$ cat config.mk
export PLATFORM = sky130hd
export DESIGN_NAME = i2c_scl_timer
export DESIGN_NICKNAME = d
export VERILOG_FILES = /design/src/rtl/i2ct_pkg.sv /design/src/rtl/i2ct_phase_tmr.sv /design/src/rtl/i2ct_cmd_gate.sv /design/src/rtl/i2ct_seq.sv /design/src/rtl/i2c_scl_timer.sv
export SDC_FILE = /design/constraint.sdc
export NUM_CORES = 1
export LEC_CHECK = 0
export BUFFER_PORTS_ARGS = -buffer_cell sky130_fd_sc_hd__buf_2
export CAP_MARGIN = 20
export CORE_ASPECT_RATIO = 1.25
export CORE_MARGIN = 4
export CORE_UTILIZATION = 45
export CTS_CLUSTER_SIZE = 28
export DETAILED_ROUTE_END_ITERATION = 6
export GPL_TIMING_DRIVEN = 0
export PLACE_DENSITY_LB_ADDON = 0.12
export RECOVER_POWER = 25
export SLEW_MARGIN = 10
export SYNTH_ARGS = -nofsm -noshare
export SYNTH_HDL_FRONTEND = slang
export SYNTH_SLANG_ARGS = --single-unit
$ cat constraint.sdc
create_clock -name clk -period 8.35 [get_ports clk]
set_input_delay 0.4175 -clock clk [delete_from_list [all_inputs] [get_ports clk]]
set_output_delay 0.4175 -clock clk [all_outputs]
set_load 0.05 [all_outputs]
$ cat src/rtl/i2ct_pkg.sv
package i2ct_pkg;

  typedef enum logic [1:0] {
    OP_START  = 2'd0,
    OP_BIT    = 2'd1,
    OP_RSTART = 2'd2,
    OP_STOP   = 2'd3
  } bus_op_e;

  typedef enum logic [2:0] {
    ST_IDLE  = 3'd0,
    ST_PARK  = 3'd1,
    ST_STH   = 3'd2,
    ST_LOW   = 3'd3,
    ST_HIGH  = 3'd4
  } tstate_e;

endpackage

$ cat src/rtl/i2ct_phase_tmr.sv
module i2ct_phase_tmr #(
  parameter int DIV_W = 16
) (
  input  logic             clk,
  input  logic             rst,
  input  logic             load,
  input  logic             clr,
  input  logic             dbl_in,
  input  logic [DIV_W-1:0] div_in,
  output logic [DIV_W+4:0] cnt,
  output logic             at_end,
  output logic             at_half,
  output logic             at_7_8
);
  localparam int CW = DIV_W + 5;

  logic [DIV_W-1:0] dv_q;
  logic             dbl_q;
  logic [CW-1:0]    unit, len, half, sev;

  always_comb begin
    unit = CW'(dv_q) + CW'(1);
    half = unit << 2;
    sev  = (unit << 3) - unit;
    len  = dbl_q ? (unit << 4) : (unit << 3);
  end

  assign at_end  = (cnt == len - CW'(1));
  assign at_half = (cnt == half - CW'(1));
  assign at_7_8  = (cnt == sev - CW'(1));

  always_ff @(posedge clk) begin
    if (rst) begin
      cnt   <= '0;
      dv_q  <= '0;
      dbl_q <= 1'b0;
    end else if (load) begin
      cnt   <= '0;
      dv_q  <= div_in;
      dbl_q <= dbl_in;
    end else if (clr) begin
      cnt   <= '0;
    end else begin
      cnt   <= cnt + CW'(1);
    end
  end
endmodule

$ cat src/rtl/i2ct_cmd_gate.sv
module i2ct_cmd_gate
  import i2ct_pkg::*;
(
  input  tstate_e st,
  input  logic    cmd_req,
  input  bus_op_e cmd_op,
  output logic    accept
);
  always_comb begin
    accept = 1'b0;
    if (cmd_req) begin
      unique case (st)
        ST_IDLE: accept = (cmd_op == OP_START);
        ST_PARK: accept = (cmd_op != OP_START);
        default: accept = 1'b0;
      endcase
    end
  end
endmodule

$ cat src/rtl/i2ct_seq.sv
module i2ct_seq
  import i2ct_pkg::*;
(
  input  logic    clk,
  input  logic    rst,
  input  logic    accept,
  input  bus_op_e cmd_op,
  input  logic    cmd_bit,
  input  logic    at_end,
  input  logic    at_half,
  input  logic    at_7_8,
  output logic    tmr_load,
  output logic    tmr_clr,
  output logic    tmr_dbl,
  output logic    tmr_sel_hi,
  output tstate_e st,
  output bus_op_e op_q,
  output logic    scl_oe,
  output logic    sda_oe,
  output logic    chg,
  output logic    smp,
  output logic    done
);
  logic bit_q;

  always_comb begin
    tmr_load   = 1'b0;
    tmr_clr    = 1'b0;
    tmr_dbl    = 1'b0;
    tmr_sel_hi = 1'b0;
    unique case (st)
      ST_IDLE: begin
        if (accept) begin
          tmr_load   = 1'b1;
          tmr_sel_hi = 1'b1;
        end else begin
          tmr_clr    = 1'b1;
        end
      end
      ST_PARK: begin
        if (accept) tmr_load = 1'b1;
        else        tmr_clr  = 1'b1;
      end
      ST_LOW: begin
        if (at_end) begin
          tmr_load   = 1'b1;
          tmr_sel_hi = 1'b1;
          tmr_dbl    = (op_q == OP_RSTART);
        end
      end
      default: tmr_clr = at_end;
    endcase
  end

  always_ff @(posedge clk) begin
    if (rst) begin
      st     <= ST_IDLE;
      op_q   <= OP_START;
      bit_q  <= 1'b1;
      scl_oe <= 1'b0;
      sda_oe <= 1'b0;
      chg    <= 1'b0;
      smp    <= 1'b0;
      done   <= 1'b0;
    end else begin
      chg  <= 1'b0;
      smp  <= 1'b0;
      done <= 1'b0;
      unique case (st)
        ST_IDLE: begin
          if (accept) begin
            op_q   <= cmd_op;
            sda_oe <= 1'b1;
            st     <= ST_STH;
          end
        end
        ST_PARK: begin
          if (accept) begin
            op_q  <= cmd_op;
            bit_q <= cmd_bit;
            st    <= ST_LOW;
          end
        end
        ST_STH: begin
          if (at_end) begin
            scl_oe <= 1'b1;
            done   <= 1'b1;
            st     <= ST_PARK;
          end
        end
        ST_LOW: begin
          if (at_half) begin
            chg <= 1'b1;
            unique case (op_q)
              OP_BIT:  sda_oe <= ~bit_q;
              OP_STOP: sda_oe <= 1'b1;
              default: sda_oe <= 1'b0;
            endcase
          end
          if (at_end) begin
            scl_oe <= 1'b0;
            st     <= ST_HIGH;
          end
        end
        ST_HIGH: begin
          if (at_half && op_q == OP_BIT) smp <= 1'b1;
          if (at_7_8 && op_q == OP_RSTART) sda_oe <= 1'b1;
          if (at_end) begin
            done <= 1'b1;
            if (op_q == OP_STOP) begin
              sda_oe <= 1'b0;
              st     <= ST_IDLE;
            end else begin
              scl_oe <= 1'b1;
              st     <= ST_PARK;
            end
          end
        end
        default: st <= ST_IDLE;
      endcase
    end
  end
endmodule

$ cat src/rtl/i2c_scl_timer.sv
module i2c_scl_timer
  import i2ct_pkg::*;
#(
  parameter int DIV_W = 16
) (
  input  logic               clk,
  input  logic               rst,
  input  logic [2*DIV_W-1:0] div_cfg,
  input  logic               cmd_req,
  input  logic [1:0]         cmd_op,
  input  logic               cmd_bit,
  output logic               scl_pull,
  output logic               sda_pull,
  output logic               chg_stb,
  output logic               smp_stb,
  output logic               op_done
);
  localparam int CW = DIV_W + 5;

  tstate_e          st;
  bus_op_e          op_cur;
  logic             accept;
  logic             tmr_load, tmr_clr, tmr_dbl, tmr_sel_hi;
  logic             at_end, at_half, at_7_8;
  logic [CW-1:0]    tcnt;
  logic [DIV_W-1:0] div_hi, div_lo, div_sel;

  assign div_hi  = div_cfg[2*DIV_W-1:DIV_W];
  assign div_lo  = div_cfg[DIV_W-1:0];
  assign div_sel = tmr_sel_hi ? div_hi : div_lo;

  i2ct_cmd_gate u_gate (
    .st      (st),
    .cmd_req (cmd_req),
    .cmd_op  (bus_op_e'(cmd_op)),
    .accept  (accept)
  );

  i2ct_phase_tmr #(.DIV_W(DIV_W)) u_tmr (
    .clk     (clk),
    .rst     (rst),
    .load    (tmr_load),
    .clr     (tmr_clr),
    .dbl_in  (tmr_dbl),
    .div_in  (div_sel),
    .cnt     (tcnt),
    .at_end  (at_end),
    .at_half (at_half),
    .at_7_8  (at_7_8)
  );

  i2ct_seq u_seq (
    .clk        (clk),
    .rst        (rst),
    .accept     (accept),
    .cmd_op     (bus_op_e'(cmd_op)),
    .cmd_bit    (cmd_bit),
    .at_end     (at_end),
    .at_half    (at_half),
    .at_7_8     (at_7_8),
    .tmr_load   (tmr_load),
    .tmr_clr    (tmr_clr),
    .tmr_dbl    (tmr_dbl),
    .tmr_sel_hi (tmr_sel_hi),
    .st         (st),
    .op_q       (op_cur),
    .scl_oe     (scl_pull),
    .sda_oe     (sda_pull),
    .chg        (chg_stb),
    .smp        (smp_stb),
    .done       (op_done)
  );
endmodule

Word level (Yosys, flattened, before mapping)
Cells that the tools add are included.

storage, ports and cells
  register bits after elaboration = 49
  output and inout bits = 5

cells by class
  reductions and logical operators = 18
  bitwise logic cells = 4
  add/subtract/negate cells = 6
  mux-type cells = 33
  equality and inequality tests = 17

operators by type and width
  kind                   number
  $eq 21x21->1           3
  $sub 21x1->21 const B  3
  $add 21x1->21 const B  1
  $mux 21                1
  $sub 21x21->21         1
  $mux 1                 18
  $add 16x1->17 const B  1
  $mux 16                1
  $mux 3                 5
  $pmux 3 s5             1
  $pmux 1 s2             5
  $reduce_and 5->1       2
  $reduce_or 2->1        5
  $ne 2x1->1 const B     4
  $eq 3x2->1 const B     2
  $ne 2x2->1 const B     3
  $pmux 1 s3             2
  $reduce_bool 3->1      2
  $eq 2x2->1 const B     2
  $not 1->1              4
  $reduce_and 2->1       2
  $eq 3x1->1 const B     1
  $eq 3x3->1 const B     1
  $logic_not 3->1        1
  6 further kinds        7

Longest topological paths before layout
Gate-level depths: netlist (run 1).

  depth after elaboration = 9
  depth in mapped cells = 17
  mapped depth without buffers = 16

By module
A second synthesis (run 1) with hierarchy kept.

second synthesis, totals
  cell total of the unflattened synthesis = 761
  area total of the unflattened synthesis = 5720.5 µm²

modules (own cells, without submodules)
  module          seq. area each (µm²)  cells each  times used  area each (µm²)
  i2ct_phase_tmr  760.7                 672         1           4894.7
  i2ct_seq        220.2                 67          1           551.8
  i2c_scl_timer   0.0                   18          1           249.0
  i2ct_cmd_gate   0.0                   4           1           25.0

Least setup slack after synthesis (run 1)
OpenSTA, ideal clock, no wires.

  path kind = reg-to-reg
  from = reg u_tmr.dv_q[1]
  to = reg u_tmr.dv_q[10]
  slack = 4.282 ns
  clock period less this slack = 4.068 ns
  stages on the path, launching flop included = 16
  arrival = 3.951 ns
  path buffers = 2
  library setup time = 0.117 ns
  path through = dfxtp_1 -> ha_1 -> buf_4 -> nand3_2 -> or4_1 -> xor2_2 -> nand2_1 -> or2_2 -> nor4_2 -> mux2i_1 -> xnor2_1 -> nand4_4 -> o21ai_4 -> buf_8 -> mux2i_1 -> o2bb2ai_2

between the ends
  word-level cells in the longest chain between the ends = 7
  elaborated cells on any way between the ends = 8

ends and longest elaborated chain
  what                      RTL line              RTL
  start: declaration        i2ct_phase_tmr.sv:17  logic [DIV_W-1:0] dv_q;
  start signal: assignment  i2ct_phase_tmr.sv:39  dv_q <= div_in;
  $add 16x1->17 *           i2ct_phase_tmr.sv:22  unit = CW'(dv_q) + CW'(1);
  $mux 21 *                 i2ct_phase_tmr.sv:25  len = dbl_q ? (unit << 4) : (unit << 3);
  $sub 21x1->21 *           i2ct_phase_tmr.sv:28  assign at_end = (cnt == len - CW'(1));
  $eq 21x21->1 *            i2ct_phase_tmr.sv:28
  $mux 1 *                  i2ct_seq.sv:45        if (at_end) begin
  $pmux 1 s2                i2ct_seq.sv:31        unique case (st)
  $mux 16                   i2c_scl_timer.sv:30   assign div_sel = tmr_sel_hi ? div_hi : div_lo;

Mark *: on every way between the ends. The rest lies on a longest branch, timed or not.
A chain may end at the register's enable or synchronous reset.

Worst setup path in the final report (run 1)
  from = reg u_tmr.dv_q[1]
  to = reg u_tmr.dv_q[8]

The elaborated chain is that of the path after synthesis.

==> results of run 1 <==
## worst paths after layout
path,slack (ps),cells past startpoint,to,from
setup / recovery,1980,15,u_tmr.dv_q[8],u_tmr.dv_q[1]
hold / removal,360,3,u_seq.bit_q,cmd_bit
setup reg to reg,1980,15,u_tmr.dv_q[8],u_tmr.dv_q[1]
hold reg to reg,480,2,u_seq.scl_oe,u_seq.scl_oe
## metal layers
layer  vias up  part of all wire [%]  track usage (%)
met4         0                   4.8             11.8
met2       249                    49             44.3
met5         -                     0                0
li1       3037                     -                -
met3        49                   5.0             3.01
met1      3012                    41             31.8
## power by group through the flow
stage | Clock, mW | Sequential [mW] | Combinational [mW]
6_report | 0.227 | 0.242 | 0.210
3_5_place_dp | 0 | 0.247 | 0.206
5_1_grt | 0.239 | 0.242 | 0.228
2_1_floorplan | 0 | 0.247 | 0.154
4_1_cts | 0.233 | 0.242 | 0.207
3_3_place_gp | 0 | 0.247 | 0.204
## kinds of logic after synthesis
| kind of cell | after synthesis | synth area share (%) |
|---|---|---|
| xor+xnor | 115 | 18.3 |
| simple gates | 320 | 28.3 |
| buf+inv | 77 | 5.68 |
| mux | 38 | 6.19 |
| flops | 49 | 15.9 |
| fa+ha+maj | 10 | 1.74 |
| compound gates | 192 | 24.0 |
## metrics by stage
step	util, %	hold WS [ps]
3_5_place_dp	49.5	463
4_1_cts	50.7	354
6_report	50.3	358
3_3_place_gp	49.5	456
5_1_grt	50.3	358
2_1_floorplan	-	440
## state kept, by name, summed over array words and instances, names as in the netlist
signal,count
u_seq.bit_q,1
u_seq.chg,1
u_seq.done,1
u_seq.op_q,2
u_seq.scl_oe,1
u_seq.sda_oe,1
u_seq.smp,1
u_seq.st,3
u_tmr.cnt,21
u_tmr.dbl_q,1
u_tmr.dv_q,16
## layout by cell type, fill, tap and decap left out, types with 5 or more instances in the layout
cell type	synthesis	final
a211oi_1	11	11
a21boi_0	5	5
a21oi_1	28	28
a31oi_1	10	10
and2_1	6	6
and3_1	11	11
buf_1	6	6
buf_2	20	57
clkbuf_1	33	39
clkbuf_16	0	5
dfxtp_1	49	49
inv_1	9	9
maj3_1	7	7
mux2i_1	36	36
nand2_1	65	65
nand2b_1	6	6
nand3_1	33	34
nand4_1	15	16
nor2_1	84	84
nor2b_1	7	7
nor3_1	32	32
nor4_1	11	12
o2111ai_1	5	5
o211ai_1	12	12
o21ai_0	29	29
o21ai_1	6	6
o22ai_1	6	6
o2bb2ai_1	8	8
o2bb2ai_2	10	10
o31ai_1	6	6
or3_1	10	10
xnor2_1	70	70
xnor2_2	6	6
xor2_1	31	32
xor2_2	6	5
## critical path: stages, from the launching register on
cell and delay (ps):
dfxtp_1 480, ha_1 250, clkbuf_1 420, nand3_1 450
or4_1 690, xor2_1 740, nand2_1 230, or2_2 370
nor4_1 520, mux2i_1 290, xnor2_1 200, nand4_1 460
o21ai_4 620, buf_8 230, mux2i_1 240, o2bb2ai_2 60
## area by class of cell
class	count	share of cell area, %
Buffer	66	4.56
Clock buffer	5	1.86
Clock inverter	3	0.391
Inverter	11	0.615
Multi-Input combinational cell	675	71.8
Sequential cell	49	14.6
Tap cell	171	3.18
Timing Repair Buffer	42	3.04
==> flow_summary.json, run 1 <==
{
  "status": "finished, final reports clean",
  "yosysTopAreaCell": "dfxtp_1",
  "setup_viol": 0,
  "htreeDepth": 2,
  "p_sw_share_pct": 35.9,
  "cts_resized": 0,
  "fmax_mhz": 157,
  "dieArea_mm2": 0.0157,
  "cp_max_fo": 10,
  "area_growth_pct": 8.59,
  "p_leak_nw": 2.41,
  "initial_core_util_pct": 46.3,
  "stdcell_count": 1022,
  "post-route-period-util_pct": 76.3,
  "syn-num-nets": 842,
  "pwr-share-clk_pct": 33.4,
  "grt_pass1_wl_mm": 32.9,
  "yosysWarnings": 0,
  "cts_tree": "yes",
  "fin_ws_ps": 1980,
  "fp.dieW_um": 113,
  "fin_skew_ps": 13.4,
  "io_pins": 43,
  "placed_area_mm2": 0.00661,
  "p_switching_mw": 0.244,
  "dp_cells": 1014,
  "rsz0062_at_grt": "no",
  "post_drt_wl_per_cell_um": 20.2,
  "routed_wl_mm": 20.6,
  "drtAntennaViolNets": 0,
  "clk_latency_ps": 310,
  "cts_sinks": 49,
  "drv_cap": 0,
  "cts_buffer_depth": 2,
  "drt_iter0_markers": 416,
  "synth_flop_cell": "dfxtp_1",
  "drive_above_1_share_pct": 14.7,
  "cp-end-kind": "register",
  "peakVddDrop_v": 0.000105,
  "cts.clk_slew.worst_paths_ps": 90,
  "seq_area_frac_synth_pct": 15.9,
  "combinationalPowerShare_pct": 30.9,
  "arrival_ps": 6580,
  "hold_violations": 0,
  "cp-start-kind": "register",
  "gr-usage-all-layers_pct": 25.7,
  "via_count": 6347,
  "synth-seq-cells": 49,
  "required_ps": 8560,
  "viasPerCell": 6.21,
  "power_mw": 0.679,
  "stdcell_area_mm2": 0.00672,
  "synthArstFlopShare_pct": 0,
  "multi_input_area_mm2": 0.00482,
  "synth_area_leaders": "dfxtp_1 (16%), xnor2_1 (9.9%), mux2i_1 (5.8%)",
  "drc": 0,
  "grt_pass1_vias": 6217,
  "placementRows": 47,
  "critPathKind": "register to register",
  "hold_path.class": "input pin to register",
  "fin_nets": 891,
  "seqCellArea_um2": 981,
  "syn_area_mm2": 0.00619,
  "overflow": 0,
  "grt_antenna_before_repair": 0,
  "finalMaxSlewViolations": 0,
  "core-area_mm2": 0.0133,
  "cts_hold_buf": 0,
  "cts_made_buffers": 5,
  "min_period_ps": 6370,
  "yosysMostFrequentCell": "nor2_1",
  "place.gp.congestion": 0.947,
  "fillerInstances": 1352,
  "p_per_area_mw_per_mm2": 101,
  "grt_max_degree": 18,
  "slew_headroom_pct": 29.2,
  "hpwl_mm": 16.1,
  "die_height_um": 139,
  "diodes": 0,
  "synth_edf_count": 0,
  "post_cts_buffers": 0,
  "preCtsSetupSlack_ps": 3010,
  "yosys.area.top_type_share_pct": 15.9,
  "io_buffers": 42,
  "dr.pass1.iters": 5,
  "netlist_instances": 801,
  "synthDistinctLibCells": 92,
  "synth.cells.most_frequent": "nor2_1 (84), xnor2_1 (70), nand2_1 (65), dfxtp_1 (49), mux2i_1 (36)",
  "pwr-share-seq_pct": 35.6,
  "internal_power_mw": 0.435,
  "root_buffer": "clkbuf_16",
  "finalSetupTns_ps": 0,
  "max_slew.worst_pin.slew_ps": 1050,
  "postSynthAreaPerCell_um2": 7.72
}
Note: power is estimated with default switching activity, not from simulation.
==> inputs of run 2 (changes only) <==
==> constraint.sdc (replaced) <==
create_clock -name clk -period 6.56 [get_ports clk]
set_input_delay 0.328 -clock clk [delete_from_list [all_inputs] [get_ports clk]]
set_output_delay 0.328 -clock clk [all_outputs]
set_load 0.05 [all_outputs]
==> run 2 against run 1 <==
Net effect:
- global-route usage unchanged
- sequential power grew 27%
- largest power group unchanged
- via count is 1.2% lower
- clock-buffer cell count stayed put
- clock power rose by 26%
- cell area up 0.22%
- combinational power up 28%
- cell count stayed put
==> flow_summary.json, run 2 (synthesis gave the netlist of run 1 again) <==
{
  "status": "finished, final reports clean",
  "cts_made_buffers": 5,
  "overflow": 0,
  "hold_violations": 0,
  "drt_iter0_markers": 444,
  "min_period_ps": 5710,
  "setup_viol": 0,
  "grt_antenna_before_repair": 0,
  "post_cts_buffers": 0,
  "arrival_ps": 5920,
  "p_per_area_mw_per_mm2": 128,
  "cts_hold_buf": 0,
  "hpwl_mm": 16.1,
  "required_ps": 6770,
  "cts_buffer_depth": 2,
  "area_growth_pct": 8.84,
  "drive_above_1_share_pct": 15.0,
  "initial_core_util_pct": 46.3,
  "core-area_mm2": 0.0133,
  "fillerInstances": 1348,
  "io_pins": 43,
  "root_buffer": "clkbuf_16",
  "grt_pass1_wl_mm": 32.9,
  "grt_pass1_vias": 6217,
  "slowest_delay_ps": 730,
  "drtAntennaViolNets": 0,
  "finalSetupTns_ps": 0,
  "cts_resized": 0,
  "place.gp.congestion": 0.947,
  "max_slew.worst_pin.slew_ps": 1070,
  "slowest_stage": "xor2_1",
  "slew_headroom_pct": 28.5,
  "peakVddDrop_v": 0.000132,
  "fp.dieW_um": 113,
  "reg2reg_to": "u_tmr.dv_q[8]",
  "power_mw": 0.862,
  "post_drt_wl_per_cell_um": 20.2,
  "drv_cap": 0,
  "p_leak_nw": 2.42,
  "dr.pass1.iters": 5,
  "viasPerCell": 6.14,
  "routed_wl_mm": 20.6,
  "reg2reg_depth": 15,
  "clk_latency_ps": 310,
  "hold_path_end": "u_seq.bit_q",
  "diodes": 0,
  "cts_sinks": 49,
  "regToRegStartpoint": "u_tmr.dv_q[1]",
  "grt_max_degree": 18,
  "dieArea_mm2": 0.0157,
  "htreeDepth": 2,
  "cts_tree": "yes",
  "holdCritStartpoint": "cmd_bit",
  "fin_nets": 891,
  "drc": 0,
  "largest_registers": "u_tmr.cnt: 21 flops, u_tmr.dv_q: 16 flops, u_seq.st: 3 flops",
  "post-route-period-util_pct": 87.0,
  "fmax_mhz": 175,
  "top_register": "u_tmr.cnt",
  "fin_skew_ps": 12.0,
  "cts.clk_slew.worst_paths_ps": 80,
  "placementRows": 47,
  "gr-usage-all-layers_pct": 25.7,
  "path_cells": "ha_1 -> buf_4 -> nand3_2 -> or4_1 -> xor2_1 -> nand2_1 -> or2_2 -> nor4_2 -> mux2i_1 -> xnor2_1 -> nand4_1 -> o21ai_4 -> buf_8 -> mux2i_1 -> o2bb2ai_2",
  "rsz0062_at_grt": "no",
  "cp-start-kind": "register",
  "finalMaxSlewViolations": 0,
  "critPathKind": "register to register",
  "hold-worst-slack_ps": 270,
  "largest_reg_flops": 21,
  "hold_path.class": "input pin to register",
  "cp_max_fo": 10,
  "cp-end-kind": "register",
  "whs_path_depth": 3,
  "r2r_setup_slack_ps": 850,
  "mostFrequentLayoutCells": "nor2_1 (84), xnor2_1 (70), nand2_1 (65)",
  "final_common_cell": "nor2_1",
  "die_height_um": 139,
  "io_buffers": 42,
  "crit_path_frequent_cell": "mux2i_1",
  "via_count": 6272
}
[run 2: cell count changes in the layout (fill, tap and decap cells not counted)]
cell,before,now
clkbuf_1,39,38
nor4_1,12,11
nor4_2,1,2
buf_4,4,5
nand3_2,3,4
nand3_1,34,33
[run 2: area by class of cell]
type                       instances  area (um2)  share of cell area, %
clock inverter                     3        26.3                  0.390
inverter                          11        41.3                  0.613
tap                              171         214                   3.18
timing repair buffer              42         204                   3.03
buffer                            66         310                   4.61
sequential                        49         981                   14.6
multi-input combinational        675        4830                   71.8
clock buffer                       5         125                   1.86
[run 2: stage by stage]
step | instance area [um2] | cells | setup WS, ps | util [%]
3_3_place_gp | 6610 | 1014 | 1280 | 49.5
5_1_grt | 6730 | 1022 | 530 | 50.4
3_5_place_dp | 6610 | 1014 | 1220 | 49.5
6_report | 6730 | 1022 | 855 | 50.4
4_1_cts | 6760 | 1022 | 1180 | 50.7
2_1_floorplan | 6190 | 801 | 2490 | -
[run 2: how the worst max path moves through the flow]
stage	startpoint	end	slack [ps]	cells after the start
CTS	u_tmr.dv_q[1]	u_tmr.dv_q[4]	1180	15
detailed placement	u_tmr.dv_q[1]	u_tmr.dv_q[4]	1220	15
floorplan	u_tmr.dv_q[1]	u_tmr.dv_q[10]	2490	15
global route	u_tmr.dv_q[1]	u_tmr.dv_q[5]	530	15
finish	u_tmr.dv_q[1]	u_tmr.dv_q[8]	850	15
global placement	u_tmr.dv_q[1]	u_tmr.dv_q[10]	1280	15
[run 2: worst max-delay path, delay by kind of cell, from the launching register on]
kind	cells	cell delay [ps]
flops	1	480
xor+xnor	2	930
mux	2	520
fa+ha+maj	1	250
compound gates	2	690
simple gates	6	2270
buf+inv	2	430
[run 2: where the power goes]
group | switching, mW | internal [mW] | leakage (nW)
sequential | 0.00558 | 0.302 | 0.396
clock | 0.142 | 0.145 | 0.0680
combinational | 0.161 | 0.107 | 1.96
[run 2: metal layers]
layer | vias to the layer above | part of all wire, % | GRT usage (%)
met5 | - | 0 | 0
met4 | 0 | 4.4 | 11.8
met3 | 43 | 4.4 | 3.01
met2 | 199 | 49 | 44.3
met1 | 2991 | 42 | 31.8
li1 | 3039 | - | -
==> inputs of run 3 (changes only) <==
--- a/config.mk
+++ b/config.mk
@@ -13,7 +13,7 @@
 export CTS_CLUSTER_SIZE = 28
 export DETAILED_ROUTE_END_ITERATION = 6
 export GPL_TIMING_DRIVEN = 0
-export PLACE_DENSITY_LB_ADDON = 0.12
+export PLACE_DENSITY_LB_ADDON = 0.3
 export RECOVER_POWER = 25
 export SLEW_MARGIN = 10
 export SYNTH_ARGS = -nofsm -noshare
==> run 3 against run 2 <==
Net effect:
- register-to-register slack gained 50 ps
- sequential share of layout area is essentially flat
- combinational power shrank 2%
- worst setup slack gained 53 ps
- power shrank 1.3%
- critical path type unchanged
- critical endpoint is now u_tmr.dv_q[5]
- largest cell class unchanged
==> flow_summary.json, run 3 (synthesis gave the netlist of run 1 again) <==
{
  "viasPerCell": 6.10,
  "stdcell_count": 1022,
  "arrival_ps": 5900,
  "grt_antenna_before_repair": 0,
  "pwr-share-clk_pct": 33.1,
  "slowest_stage": "nor2_1",
  "cts_made_buffers": 5,
  "power_mw": 0.851,
  "initial_core_util_pct": 46.3,
  "largest_reg_flops": 21,
  "diodes": 0,
  "place.gp.congestion": 0.946,
  "drtAntennaViolNets": 0,
  "hold_path.class": "input pin to register",
  "p_leak_nw": 2.42,
  "post_drt_wl_per_cell_um": 18.0,
  "rsz0062_at_grt": "no",
  "p_sw_share_pct": 35.0,
  "fin_nets": 891,
  "via_count": 6230,
  "post_cts_buffers": 0,
  "cp-start-kind": "register",
  "cts_sinks": 49,
  "fillerInstances": 1332,
  "clk_latency_ps": 300,
  "max_slew.worst_pin.slew_ps": 1030,
  "area_growth_pct": 8.72,
  "pwr-share-seq_pct": 36.1,
  "grt_pass1_vias": 5925,
  "mostFrequentLayoutCells": "nor2_1 (84), xnor2_1 (70), nand2_1 (65)",
  "drv_cap": 0,
  "gr-usage-all-layers_pct": 23.5,
  "multi_input_area_mm2": 0.00483,
  "hold_violations": 0,
  "p_per_area_mw_per_mm2": 127,
  "drc": 0,
  "fp.dieW_um": 113,
  "met2WireLength_mm": 8.65,
  "combinationalPowerShare_pct": 30.8,
  "setup_viol": 0,
  "finalSetupTns_ps": 0,
  "fin_skew_ps": 14.4,
  "cts_buffer_depth": 2,
  "placementRows": 47,
  "seqCellArea_um2": 981,
  "critPathKind": "register to register",
  "fmax_mhz": 177,
  "dp_cells": 1014,
  "dr_wl_met3_um": 818,
  "peakVddDrop_v": 0.0000809,
  "cts_tree": "yes",
  "grt_max_degree": 18,
  "min_period_ps": 5650,
  "post-route-util_pct": 50.4,
  "cts.clk_slew.worst_paths_ps": 80,
  "cp_max_fo": 10,
  "path_cells": "ha_1 -> buf_4 -> nand3_2 -> or4_1 -> xor2_1 -> nand2_1 -> or2_2 -> nor4_1 -> mux2i_1 -> xnor2_1 -> nand4_1 -> o21ai_1 -> nor2_1 -> buf_2 -> o2bb2ai_2",
  "dieArea_mm2": 0.0157,
  "cp-end-kind": "register",
  "core-area_mm2": 0.0133,
  "largest_registers": "u_tmr.cnt: 21 flops, u_tmr.dv_q: 16 flops, u_seq.st: 3 flops",
  "final_common_cell": "nor2_1",
  "internal_power_mw": 0.553,
  "dr.pass1.iters": 5,
  "root_buffer": "clkbuf_16",
  "status": "finished, final reports clean",
  "required_ps": 6800,
  "overflow": 0,
  "drt-met1-wl_mm": 8.08,
  "top_layer_used": "met4",
  "die_height_um": 139,
  "routed_wl_mm": 18.4,
  "drive_above_1_share_pct": 14.9,
  "finalMaxSlewViolations": 0,
  "crit_family": "simple AND/OR/NAND/NOR gates",
  "cts_resized": 0,
  "io_pins": 43,
  "cts_hold_buf": 0,
  "critPathBufInv": 2,
  "top_register": "u_tmr.cnt",
  "p_switching_mw": 0.298,
  "grt_pass1_wl_mm": 30.7,
  "drt_iter0_markers": 481,
  "hpwl_mm": 14.2,
  "post-route-period-util_pct": 86.2,
  "htreeDepth": 2,
  "io_buffers": 42,
  "slowest_delay_ps": 790,
  "slew_headroom_pct": 31.3
}
==> run 3: cell count changes in the layout (fill, tap and decap cells not counted), sizes merged <==
cell      before  now
clkinv         1    2
clkinvlp       2    1
==> run 3: final cells by class <==
type / instances / area share [%]
sequential: 49 / 14.6
inverter: 11 / 0.614
multi-input combinational: 675 / 71.7
clock buffer: 5 / 1.86
tap: 171 / 3.18
timing repair buffer: 42 / 3.03
buffer: 66 / 4.61
clock inverter: 3 / 0.372
==> run 3: final timing paths <==
| kind | from | endpoint | slack, ps | depth (start not counted) |
|---|---|---|---|---|
| worst max-delay path | u_tmr.dv_q[1] | u_tmr.dv_q[5] | 910 | 15 |
| worst min-delay path | cmd_bit | u_seq.bit_q | 250 | 3 |
| worst max register to register | u_tmr.dv_q[1] | u_tmr.dv_q[5] | 910 | 15 |
| worst min register to register | u_seq.scl_oe | u_seq.scl_oe | 480 | 2 |
==> run 3: metrics by stage <==
stage	hold WS (ps)	setup WS [ps]	area [um2]
after floorplan	429	2490	6190
after global placement	462	1230	6610
after detailed placement	464	1310	6610
after CTS	255	1280	6760
after global routing	268	507	6730
final	254	907	6730
==> run 3: power by group through the flow <==
stage               clock, mW  sequential (mW)  combinational (mW)
finish                  0.282            0.308               0.262
floorplan                   0            0.315               0.196
global placement            0            0.315               0.257
CTS                     0.287            0.308               0.259
global route            0.296            0.308               0.287
detailed placement          0            0.315               0.258
==> run 3: routing by layer <==
| metal | vias up | GRT usage, % |
|---|---|---|
| li1 | 3040 | - |
| met1 | 2935 | 31.2 |
| met2 | 203 | 37.6 |
| met3 | 52 | 2.62 |
| met4 | 0 | 11.4 |
| met5 | - | 0 |
==> run 3: worst register-to-register path, stage by stage, from the launching register on <==
cell,delay [ps]
dfxtp_1,460
ha_1,230
buf_4,210
nand3_2,230
or4_1,610
xor2_1,700
nand2_1,230
or2_2,370
nor4_1,470
mux2i_1,280
xnor2_1,120
nand4_1,220
o21ai_1,100
nor2_1,790
buf_2,440
o2bb2ai_2,130
